===== src/rtl/smb_pkg.sv =====
package smb_pkg;
  localparam int BYTE_W = 8;
  localparam int ADDR_W = 7;
  localparam int STRAP_W = 3;
  localparam logic [ADDR_W-STRAP_W-1:0] DEV_PREFIX = 4'b0100;
  localparam logic [ADDR_W-1:0] SYNC_ADDR = 7'b1111110;

  typedef enum logic [2:0] {
    ST_IDLE,
    ST_ADDR,
    ST_CMD,
    ST_LO,
    ST_HI,
    ST_SKIP
  } smb_state_e;

  typedef enum logic [1:0] {
    EV_NONE,
    EV_CMD,
    EV_WORD,
    EV_QUICK
  } smb_event_e;
endpackage


===== src/rtl/smb_sync.sv =====
module smb_sync #(
  parameter int STAGES = 2,
  parameter int LINES  = 2
) (
  input  logic             clk,
  input  logic             rst_n,
  input  logic [LINES-1:0] raw,
  output logic [LINES-1:0] cur,
  output logic [LINES-1:0] prev
);
  localparam int DEPTH = STAGES + 1;

  for (genvar g = 0; g < LINES; g++) begin : g_line
    logic [DEPTH-1:0] pipe;
    always_ff @(posedge clk or negedge rst_n) begin
      if (!rst_n) pipe <= '1;
      else        pipe <= {pipe[DEPTH-2:0], raw[g]};
    end
    assign cur[g]  = pipe[STAGES-1];
    assign prev[g] = pipe[STAGES];
  end
endmodule


===== src/rtl/smb_bitrx.sv =====
module smb_bitrx
  import smb_pkg::*;
(
  input  logic              clk,
  input  logic              rst_n,
  input  logic              scl_s,
  input  logic              scl_q,
  input  logic              sda_s,
  input  logic              sda_q,
  output logic              start_p,
  output logic              stop_p,
  output logic              byte_p,
  output logic              ack_p,
  output logic              fall_p,
  output logic [BYTE_W-1:0] rx_byte
);
  localparam int CNT_W = $clog2(BYTE_W + 1);

  logic [CNT_W-1:0] cnt;
  logic rise_c, fall_c, start_c, stop_c;

  assign rise_c  = scl_s & ~scl_q;
  assign fall_c  = ~scl_s & scl_q;
  assign start_c = scl_s & scl_q & sda_q & ~sda_s;
  assign stop_c  = scl_s & scl_q & ~sda_q & sda_s;

  always_ff @(posedge clk or negedge rst_n) begin
    if (!rst_n) begin
      cnt     <= '0;
      rx_byte <= '0;
      start_p <= 1'b0;
      stop_p  <= 1'b0;
      byte_p  <= 1'b0;
      ack_p   <= 1'b0;
      fall_p  <= 1'b0;
    end else begin
      start_p <= start_c;
      stop_p  <= stop_c;
      fall_p  <= fall_c;
      byte_p  <= 1'b0;
      ack_p   <= 1'b0;
      if (start_c || stop_c) begin
        cnt <= '0;
      end else if (rise_c) begin
        if (cnt == CNT_W'(BYTE_W)) begin
          cnt   <= '0;
          ack_p <= 1'b1;
        end else begin
          rx_byte <= {rx_byte[BYTE_W-2:0], sda_s};
          cnt     <= cnt + 1'b1;
          if (cnt == CNT_W'(BYTE_W - 1)) byte_p <= 1'b1;
        end
      end
    end
  end

  // bit counter never leaves the 0..8 window
  a_r2_cnt_range: assert property (@(posedge clk) disable iff (!rst_n)
    cnt <= CNT_W'(BYTE_W));

  // a byte-complete pulse and an acknowledge-clock pulse never coincide
  a_r2_byte_ack_apart: assert property (@(posedge clk) disable iff (!rst_n)
    !(byte_p && ack_p));
endmodule


===== src/rtl/smb_seq.sv =====
module smb_seq
  import smb_pkg::*;
(
  input  logic              clk,
  input  logic              rst_n,
  input  logic              scl_s,
  input  logic              start_p,
  input  logic              stop_p,
  input  logic              byte_p,
  input  logic              ack_p,
  input  logic              fall_p,
  input  logic [BYTE_W-1:0] rx_byte,
  input  logic [ADDR_W-1:0] dev_addr,
  output logic              sda_pull_low,
  output logic              cmd_valid,
  output logic [BYTE_W-1:0] cmd_data,
  output logic              word_valid,
  output logic [BYTE_W-1:0] word_lo,
  output logic [BYTE_W-1:0] word_hi,
  output logic              quick_valid,
  output logic              quick_flag,
  output logic              stop_pulse
);
  smb_state_e state, pend_next;
  smb_event_e pend_ev;
  logic       want_ack;
  logic       cmd_seen;

  always_ff @(posedge clk or negedge rst_n) begin
    if (!rst_n) begin
      state        <= ST_IDLE;
      pend_next    <= ST_IDLE;
      pend_ev      <= EV_NONE;
      want_ack     <= 1'b0;
      sda_pull_low <= 1'b0;
      cmd_valid    <= 1'b0;
      word_valid   <= 1'b0;
      quick_valid  <= 1'b0;
      stop_pulse   <= 1'b0;
      cmd_data     <= '0;
      word_lo      <= '0;
      word_hi      <= '0;
      quick_flag   <= 1'b0;
    end else begin
      cmd_valid   <= 1'b0;
      word_valid  <= 1'b0;
      quick_valid <= 1'b0;
      stop_pulse  <= stop_p;
      if (start_p || stop_p) begin
        state        <= start_p ? ST_ADDR : ST_IDLE;
        pend_next    <= start_p ? ST_ADDR : ST_IDLE;
        pend_ev      <= EV_NONE;
        want_ack     <= 1'b0;
        sda_pull_low <= 1'b0;
      end else begin
        if (byte_p) begin
          pend_ev   <= EV_NONE;
          want_ack  <= 1'b0;
          pend_next <= state;
          case (state)
            ST_ADDR: begin
              if (rx_byte[BYTE_W-1:1] == dev_addr && !rx_byte[0]) begin
                want_ack  <= 1'b1;
                pend_next <= ST_CMD;
              end else if (rx_byte[BYTE_W-1:1] == SYNC_ADDR) begin
                want_ack   <= 1'b1;
                pend_next  <= ST_SKIP;
                pend_ev    <= EV_QUICK;
                quick_flag <= rx_byte[0];
              end else begin
                pend_next <= ST_SKIP;
              end
            end
            ST_CMD: begin
              want_ack  <= 1'b1;
              pend_next <= ST_LO;
              pend_ev   <= EV_CMD;
              cmd_data  <= rx_byte;
            end
            ST_LO: begin
              want_ack  <= 1'b1;
              pend_next <= ST_HI;
              word_lo   <= rx_byte;
            end
            ST_HI: begin
              want_ack  <= 1'b1;
              pend_next <= ST_SKIP;
              pend_ev   <= EV_WORD;
              word_hi   <= rx_byte;
            end
            default: ;
          endcase
        end
        if (ack_p) begin
          state       <= pend_next;
          pend_ev     <= EV_NONE;
          cmd_valid   <= (pend_ev == EV_CMD);
          word_valid  <= (pend_ev == EV_WORD);
          quick_valid <= (pend_ev == EV_QUICK);
        end
        if (fall_p) begin
          if (sda_pull_low) begin
            sda_pull_low <= 1'b0;
          end else if (want_ack) begin
            sda_pull_low <= 1'b1;
            want_ack     <= 1'b0;
          end
        end
      end
    end
  end

  // checker state: a command strobe has been given in this transfer
  always_ff @(posedge clk or negedge rst_n) begin
    if (!rst_n)                  cmd_seen <= 1'b0;
    else if (start_p || stop_p)  cmd_seen <= 1'b0;
    else if (cmd_valid)          cmd_seen <= 1'b1;
  end

  // the acknowledge enable only turns on while the clock is low
  a_r10_ack_rise_scl_low: assert property (@(posedge clk) disable iff (!rst_n)
    $rose(sda_pull_low) |-> !scl_s);

  // at most one delivery strobe per cycle
  a_r5_one_strobe: assert property (@(posedge clk) disable iff (!rst_n)
    $onehot0({cmd_valid, word_valid, quick_valid}));

  // a word is only delivered after its command in the same transfer
  a_r6_word_needs_cmd: assert property (@(posedge clk) disable iff (!rst_n)
    word_valid |-> cmd_seen);

  // a STOP leaves the block idle and releases the line
  a_r2_stop_idles: assert property (@(posedge clk) disable iff (!rst_n)
    stop_p |=> (state == ST_IDLE && !sda_pull_low));

  // after a sync quick command every further byte is refused
  a_r8_quick_then_skip: assert property (@(posedge clk) disable iff (!rst_n)
    quick_valid |-> state == ST_SKIP);
endmodule


===== src/rtl/smb_wr_slave.sv =====
module smb_wr_slave
  import smb_pkg::*;
#(
  parameter int SYNC_STAGES = 2
) (
  input  logic               clk,
  input  logic               rst_n,
  input  logic               scl_in,
  input  logic               sda_in,
  input  logic [STRAP_W-1:0] addr_strap,
  output logic               sda_pull_low,
  output logic               cmd_valid,
  output logic [BYTE_W-1:0]  cmd_data,
  output logic               word_valid,
  output logic [BYTE_W-1:0]  word_lo,
  output logic [BYTE_W-1:0]  word_hi,
  output logic               quick_valid,
  output logic               quick_flag,
  output logic               stop_pulse
);
  logic [1:0] line_cur, line_prev;
  logic start_p, stop_p, byte_p, ack_p, fall_p;
  logic [BYTE_W-1:0] rx_byte;
  logic [ADDR_W-1:0] dev_addr;

  assign dev_addr = {DEV_PREFIX, addr_strap};

  smb_sync #(.STAGES(SYNC_STAGES), .LINES(2)) u_sync (
    .clk  (clk),
    .rst_n(rst_n),
    .raw  ({scl_in, sda_in}),
    .cur  (line_cur),
    .prev (line_prev)
  );

  smb_bitrx u_bitrx (
    .clk    (clk),
    .rst_n  (rst_n),
    .scl_s  (line_cur[1]),
    .scl_q  (line_prev[1]),
    .sda_s  (line_cur[0]),
    .sda_q  (line_prev[0]),
    .start_p(start_p),
    .stop_p (stop_p),
    .byte_p (byte_p),
    .ack_p  (ack_p),
    .fall_p (fall_p),
    .rx_byte(rx_byte)
  );

  smb_seq u_seq (
    .clk         (clk),
    .rst_n       (rst_n),
    .scl_s       (line_cur[1]),
    .start_p     (start_p),
    .stop_p      (stop_p),
    .byte_p      (byte_p),
    .ack_p       (ack_p),
    .fall_p      (fall_p),
    .rx_byte     (rx_byte),
    .dev_addr    (dev_addr),
    .sda_pull_low(sda_pull_low),
    .cmd_valid   (cmd_valid),
    .cmd_data    (cmd_data),
    .word_valid  (word_valid),
    .word_lo     (word_lo),
    .word_hi     (word_hi),
    .quick_valid (quick_valid),
    .quick_flag  (quick_flag),
    .stop_pulse  (stop_pulse)
  );
endmodule


===== config.mk =====
export PLATFORM = sky130hd
export DESIGN_NAME = smb_wr_slave
export DESIGN_NICKNAME = d
export VERILOG_FILES = /design/src/rtl/smb_pkg.sv /design/src/rtl/smb_sync.sv /design/src/rtl/smb_bitrx.sv /design/src/rtl/smb_seq.sv /design/src/rtl/smb_wr_slave.sv
export SDC_FILE = /design/constraint.sdc
export NUM_CORES = 1
export LEC_CHECK = 0
export BUFFER_PORTS_ARGS = -buffer_cell sky130_fd_sc_hd__buf_2
export CAP_MARGIN = 10
export CORE_UTILIZATION = 55
export CTS_CLUSTER_SIZE = 12
export DETAILED_ROUTE_END_ITERATION = 16
export GPL_TIMING_DRIVEN = 0
export PLACE_DENSITY = 0.77
export SLEW_MARGIN = 15
export SYNTH_ARGS = -nofsm -noshare
export SYNTH_HDL_FRONTEND = slang
export SYNTH_HIERARCHICAL = 1
export SYNTH_SLANG_ARGS = --single-unit

===== constraint.sdc =====
create_clock -name clk -period 5.25 [get_ports clk]
set_input_delay 0.7875 -clock clk [delete_from_list [all_inputs] [get_ports clk]]
set_output_delay 0.7875 -clock clk [all_outputs]
set_load 0.01 [all_outputs]

; ---- Word level (Yosys, flattened, before mapping)
; Index checks and enable logic that the tools add are counted.
; Widths: inputs -> output; s select.
[op_classes]
addsub = 1
n_mul = 0
div = 0
magnitude_cmp = 0
eq_ne = 11
shift = 0
n_mux = 41
bitwise_logic = 15
n_reduce_logical = 15
[ops]
columns = cell, n
row1 = $mux 1, 25
row2 = $mux 3, 5
row3 = $mux 4, 3
row4 = $pmux 3 s4, 1
row5 = $reduce_and 3->1, 4
row6 = $mux 2, 5
row7 = $not 1->1, 8
row8 = $reduce_bool 2->1, 4
row9 = $and 1x1->1, 7
row10 = $eq 7x6->1, 1
row11 = $eq 7x7->1 const B, 1
row12 = $eq 3x2->1 const B, 2
row13 = $pmux 2 s3, 1
row14 = $reduce_and 5->1, 1
row15 = $add 4x1->4 const B, 1
row16 = $eq 2x2->1 const B, 2
row17 = $eq 4x3->1 const B, 1
row18 = $eq 4x4->1 const B, 1
row19 = $eq 3x1->1 const B, 1
row20 = $eq 3x3->1 const B, 1
row21 = $reduce_bool 3->1, 1
row22 = $reduce_or 3->1, 1
row23 = $eq 2x1->1 const B, 1
row24 = $logic_or 1x1->1, 2
row25 = other kinds (3), 3
[totals]
reg_bits = 62
latchBits = 0
ramBits = 0
mem_bits_ro = 0
input_bits = 7
wordCells = 105
n_memories = 0

; ---- Longest topological paths before layout
[depth]
depth_word = 9
ltp_mapped = 6
depth_no_buf = 5

; ---- Modules after synthesis
; The synthesis kept the hierarchy.
[by_module_without_submodules]
columns = module, n_inst, cells_each, area_per_inst_um2, seq_area_each_um2
row1 = smb_seq, 1, 142, 1776.7, 975.9
row2 = smb_bitrx, 1, 55, 744.5, 425.4
row3 = smb_sync, 1, 10, 187.7, 157.7
row4 = smb_wr_slave, 1, 2, 7.5, 0.0

; ---- Worst setup path before layout
; Ideal clock, no wire load.
[synth_timing]
kind = input port to flip-flop
start = in addr_strap[0]
end = reg u_seq.pend_next[0]
setup_ns = 0.126
arrival_time_ns = 1.807
t_required_ns = 5.124
path_slack_ns = 3.317
stages = 4
cell_sequence = xor2_1 > nor4_2 > a211oi_1 > o32a_1
[synth_via]
elab_chain_len = 6
[synth_rtl]
columns = element, line
row1 = "start, declared", smb_wr_slave.sv:10  ; input logic [STRAP_W-1:0] addr_strap,
row2 = $eq 7x6->1, smb_seq.sv:62  ; if (rx_byte[BYTE_W-1:1] == dev_addr && !rx_byte[0]) begin
row3 = $logic_and 1x1->1, smb_seq.sv:62
row4 = $mux 3, smb_seq.sv:62
row5 = $pmux 3 s4, smb_seq.sv:60  ; case (state)
row6 = $mux 3, smb_seq.sv:56  ; if (byte_p) begin
row7 = $mux 3, smb_seq.sv:49  ; if (start_p || stop_p) begin
row8 = "end signal, assigned", smb_seq.sv:51  ; pend_next <= start_p ? ST_ADDR : ST_IDLE;
row9 = "end signal, assigned", smb_seq.sv:59  ; pend_next <= state;
row10 = "end, declared", smb_seq.sv:24  ; smb_state_e state, pend_next;
; No other way between the ends. The select of a mux whose other input is x is not followed.
; A chain may end at the register's enable or synchronous reset.

; ---- Worst setup path in the final report
[layout_timing]
start = reg u_bitrx.stop_p
end = reg u_seq.word_lo[3]
[layout_via]
elab_chain_len = 3
[layout_rtl]
columns = element, line
row1 = "start, declared", smb_bitrx.sv:11  ; output logic stop_p,
row2 = "start signal, assigned", smb_bitrx.sv:38  ; stop_p <= stop_c;
row3 = $logic_or 1x1->1, smb_seq.sv:49
row4 = $not 1->1 (no line), -
row5 = $reduce_and 3->1 (no line), -
row6 = "end signal, assigned", smb_seq.sv:83  ; word_lo <= rx_byte;
row7 = "end, declared", smb_seq.sv:18  ; output logic [BYTE_W-1:0] word_lo,
; No other way between the ends.

==> metrics.txt <==
Final Hold Viols 0; worst-case clock buffer depth 2; share of the synthesized area in the top cell type 0.5159; kind of critical path reg2reg; Fin Setup TNS 0 ns; hpwl dp 3223 um; switching part of the total 0.2814; final slew viol count 0; Combinational Power Share 0.141; post-CTS sizing 0; number of diodes 0; vias 1700; P&R area growth vs syn 17.46%; Antenna Violating Nets Remaining 0; power density over the cells 370.4 nW/um2; worst-margin pin slew 0.7527 ns; H-tree Lvls 3; Placed Instances 314; vias in the first global route 1676; Die X 72.28 um; Hold WC Path Type reg2reg; max-cap violations 0; Vias per Instance 5.152; Worst VDD drop 0.2422 mV; P_leak 0.001593 uW; clk slew on worst S/H paths 0.07 ns; final setup vio count 0; Post-synth top flop dfrtp_1; row cnt 25; FF+latch count, synth 62; Setup crit start kind flop; Post-CTS Setup Bufs 0; Post-Syn Area 2716 um2; Max FO, Critical Path 9; die area 5224 um2; final clock skew 0.01003 ns; CTS tree done; Die H 72.28 um; CP arrival 2.27 ns; largest area contributor in the netlist dfrtp_1; Port Buf Inserts 36; initial antenna violation count 0; final WL 4782 um; FMAX 0.4869 GHz; synth top area cells dfrtp_1 52%, mux2_2 11%, dfstp_2 5.8%, mux2_4 3.9%, xor2_1 3.2%; Seq/Total Area, Yosys 0.5739; Cell Int Power 849.3 uW; clock sink count 62; TritonRoute pass-1 iters 4; CP required 5.47 ns; Final Core Density 0.6755; status finished, final reports clean; GPL Wtd Cong 0.7905; Avg Cell Area, Syn 13.00 um2; Ports 37; final worst path period share 0.3912; unrepaired setup endpoints after global routing false; Synth Instances 209; minimum clock period 2.054 ns; largest net degree at the start of global routing 63; element type at the critical path end flop; sequential fraction of design power 0.510; Slew headroom 0.4982; core area 4723 um2; FFs w/ async S/R, synth 1.000; layout cells sized above 1 0.4183; DRT iter0 DRCs 139; Overall Global Routing Usage 0.2025; Clock Latency Late Sink 0.33 ns; count of unique library cells instantiated by Yosys 48; Avg WL per Cell 14.49 um; Nets 267; sw power 332.5 uW; number of buffers created by CTS 9; EDFF count, synth 0; Syn. warnings 6; DRC violation count after routing 0; initial core utilization 0.5751; first-pass GRT wire length 7714 um; Final Instance Count excl. Fillers 330; clock share of power 0.348; GRT overflow 0; CTS Root Cell clkbuf_8; Post-CTS Hold Fix Bufs 0
## worst max-delay path, cell delays in order, from the launching register on
cell and delay [ns]:
dfrtp_1 0.37, buf_2 0.18, nor3b_4 0.32, nor4b_4 0.65, mux2_2 0.42
## logic make-up (layout without fill, tap and decap cells)
kind of cell,Yosys count,count (layout),synth area share
multiplexers,37,37,0.1617
buffers and inverters,19,71,0.03639
AO/OA/AOI/OAI,27,27,0.07232
other,2,4,0.002765
XOR/XNOR,11,11,0.03547
flip-flops,62,62,0.5739
AND/OR/NAND/NOR,49,49,0.1082
adder cells (fa/ha/maj),2,2,0.009211
## metrics by stage
step / cell area (um2) / hold WS (ns) / worst slack (ns) / total power [uW]
5_1_grt: 3191 / 0.3620 / 3.120 / 1241
3_3_place_gp: 2988 / 0.3463 / 3.044 / 766.2
6_report: 3191 / 0.3551 / 3.196 / 1182
4_1_cts: 3191 / 0.3558 / 3.190 / 1195
3_5_place_dp: 2990 / 0.3468 / 3.045 / 780.5
2_1_floorplan: 2724 / 0.3452 / 3.317 / 720.1
## power by group through the flow
stage	Sequential (uW)	Combinational, uW	Clock [uW]
final	603	167	412
after global routing	614	183	444
after CTS	604	169	422
after detailed placement	613	167	0
after global placement	607	160	0
after floorplan	587	133	0
## flip-flops by register name (all words and copies together) (netlist names), 2 cells and up
| name | flops |
|---|---|
| u_sync/g_line.pipe | 6 |
| u_seq/cmd_data | 8 |
| u_bitrx/rx_byte | 8 |
| u_bitrx/cnt | 4 |
| u_seq/word_hi | 8 |
| u_seq/pend_next | 3 |
| u_seq/pend_ev | 2 |
| u_seq/word_lo | 8 |
| u_seq/state | 3 |
## cells in the mapped netlist, types with 3 or more instances
| library cell | n |
|---|---|
| nor3b_1 | 3 |
| a31oi_1 | 3 |
| xor2_1 | 10 |
| inv_1 | 7 |
| nand2_1 | 11 |
| a21oi_1 | 3 |
| clkbuf_1 | 3 |
| buf_4 | 4 |
| nor2_1 | 11 |
| mux2_2 | 27 |
| nand3_1 | 5 |
| dfrtp_1 | 56 |
| mux2i_1 | 3 |
| o21ai_0 | 6 |
| mux2_4 | 7 |
| buf_2 | 4 |
| dfstp_2 | 6 |
| nor3_1 | 4 |
## cells in the final DEF, fill, tap and decap left out, types with 3 or more instances in the layout
| master | netlist | layout |
|---|---|---|
| buf_2 | 4 | 39 |
| buf_4 | 4 | 5 |
| inv_1 | 7 | 7 |
| a21oi_1 | 3 | 3 |
| nor2_1 | 11 | 11 |
| dfrtp_1 | 56 | 56 |
| mux2i_1 | 3 | 3 |
| nor3_1 | 4 | 4 |
| clkbuf_1 | 3 | 4 |
| a31oi_1 | 3 | 3 |
| nand3_1 | 5 | 5 |
| xor2_1 | 10 | 10 |
| o21ai_0 | 6 | 6 |
| clkbuf_8 | 0 | 10 |
| conb_1 | 2 | 4 |
| nor3b_1 | 3 | 3 |
| mux2_2 | 27 | 27 |
| mux2_4 | 7 | 7 |
| dfstp_2 | 6 | 6 |
| nand2_1 | 11 | 11 |
## worst paths after layout
path | startpoint | endpoint | slack (ns) | cells after the start
setup / recovery | u_bitrx/stop_p | u_seq/word_lo[3] | 3.20 | 4
hold / removal | u_sync/g_line[0].pipe[0] | u_sync/g_line[0].pipe[1] | 0.36 | 0
setup reg to reg | u_bitrx/stop_p | u_seq/word_lo[3] | 3.20 | 4
hold reg to reg | u_sync/g_line[0].pipe[0] | u_sync/g_line[0].pipe[1] | 0.36 | 0
max in group asynchronous | rst_n | u_bitrx/cnt[2] | 4.22 | 1
min in group asynchronous | rst_n | u_seq/pend_next[1] | 0.51 | 1
## layout make-up
type                            instances  area, um2
Fill cell                             326       1533
Timing Repair Buffer                   36      182.7
Inverter                                7      26.28
Clock buffer                           11      141.4
Tap cell                               67      83.83
Multi-Input combinational cell        130       1066
Buffer                                 12      72.57
Clock inverter                          5      58.81
Sequential cell                        62       1559
## metal layers
metal	GRT usage	share of wire	vias up
met4	0.08279	0.016	0
met2	0.3126	0.48	34
met3	0.05833	0.035	7
met5	0	0	-
met1	0.2706	0.46	829
li1	-	-	830
(Power assumes the default switching activity.)
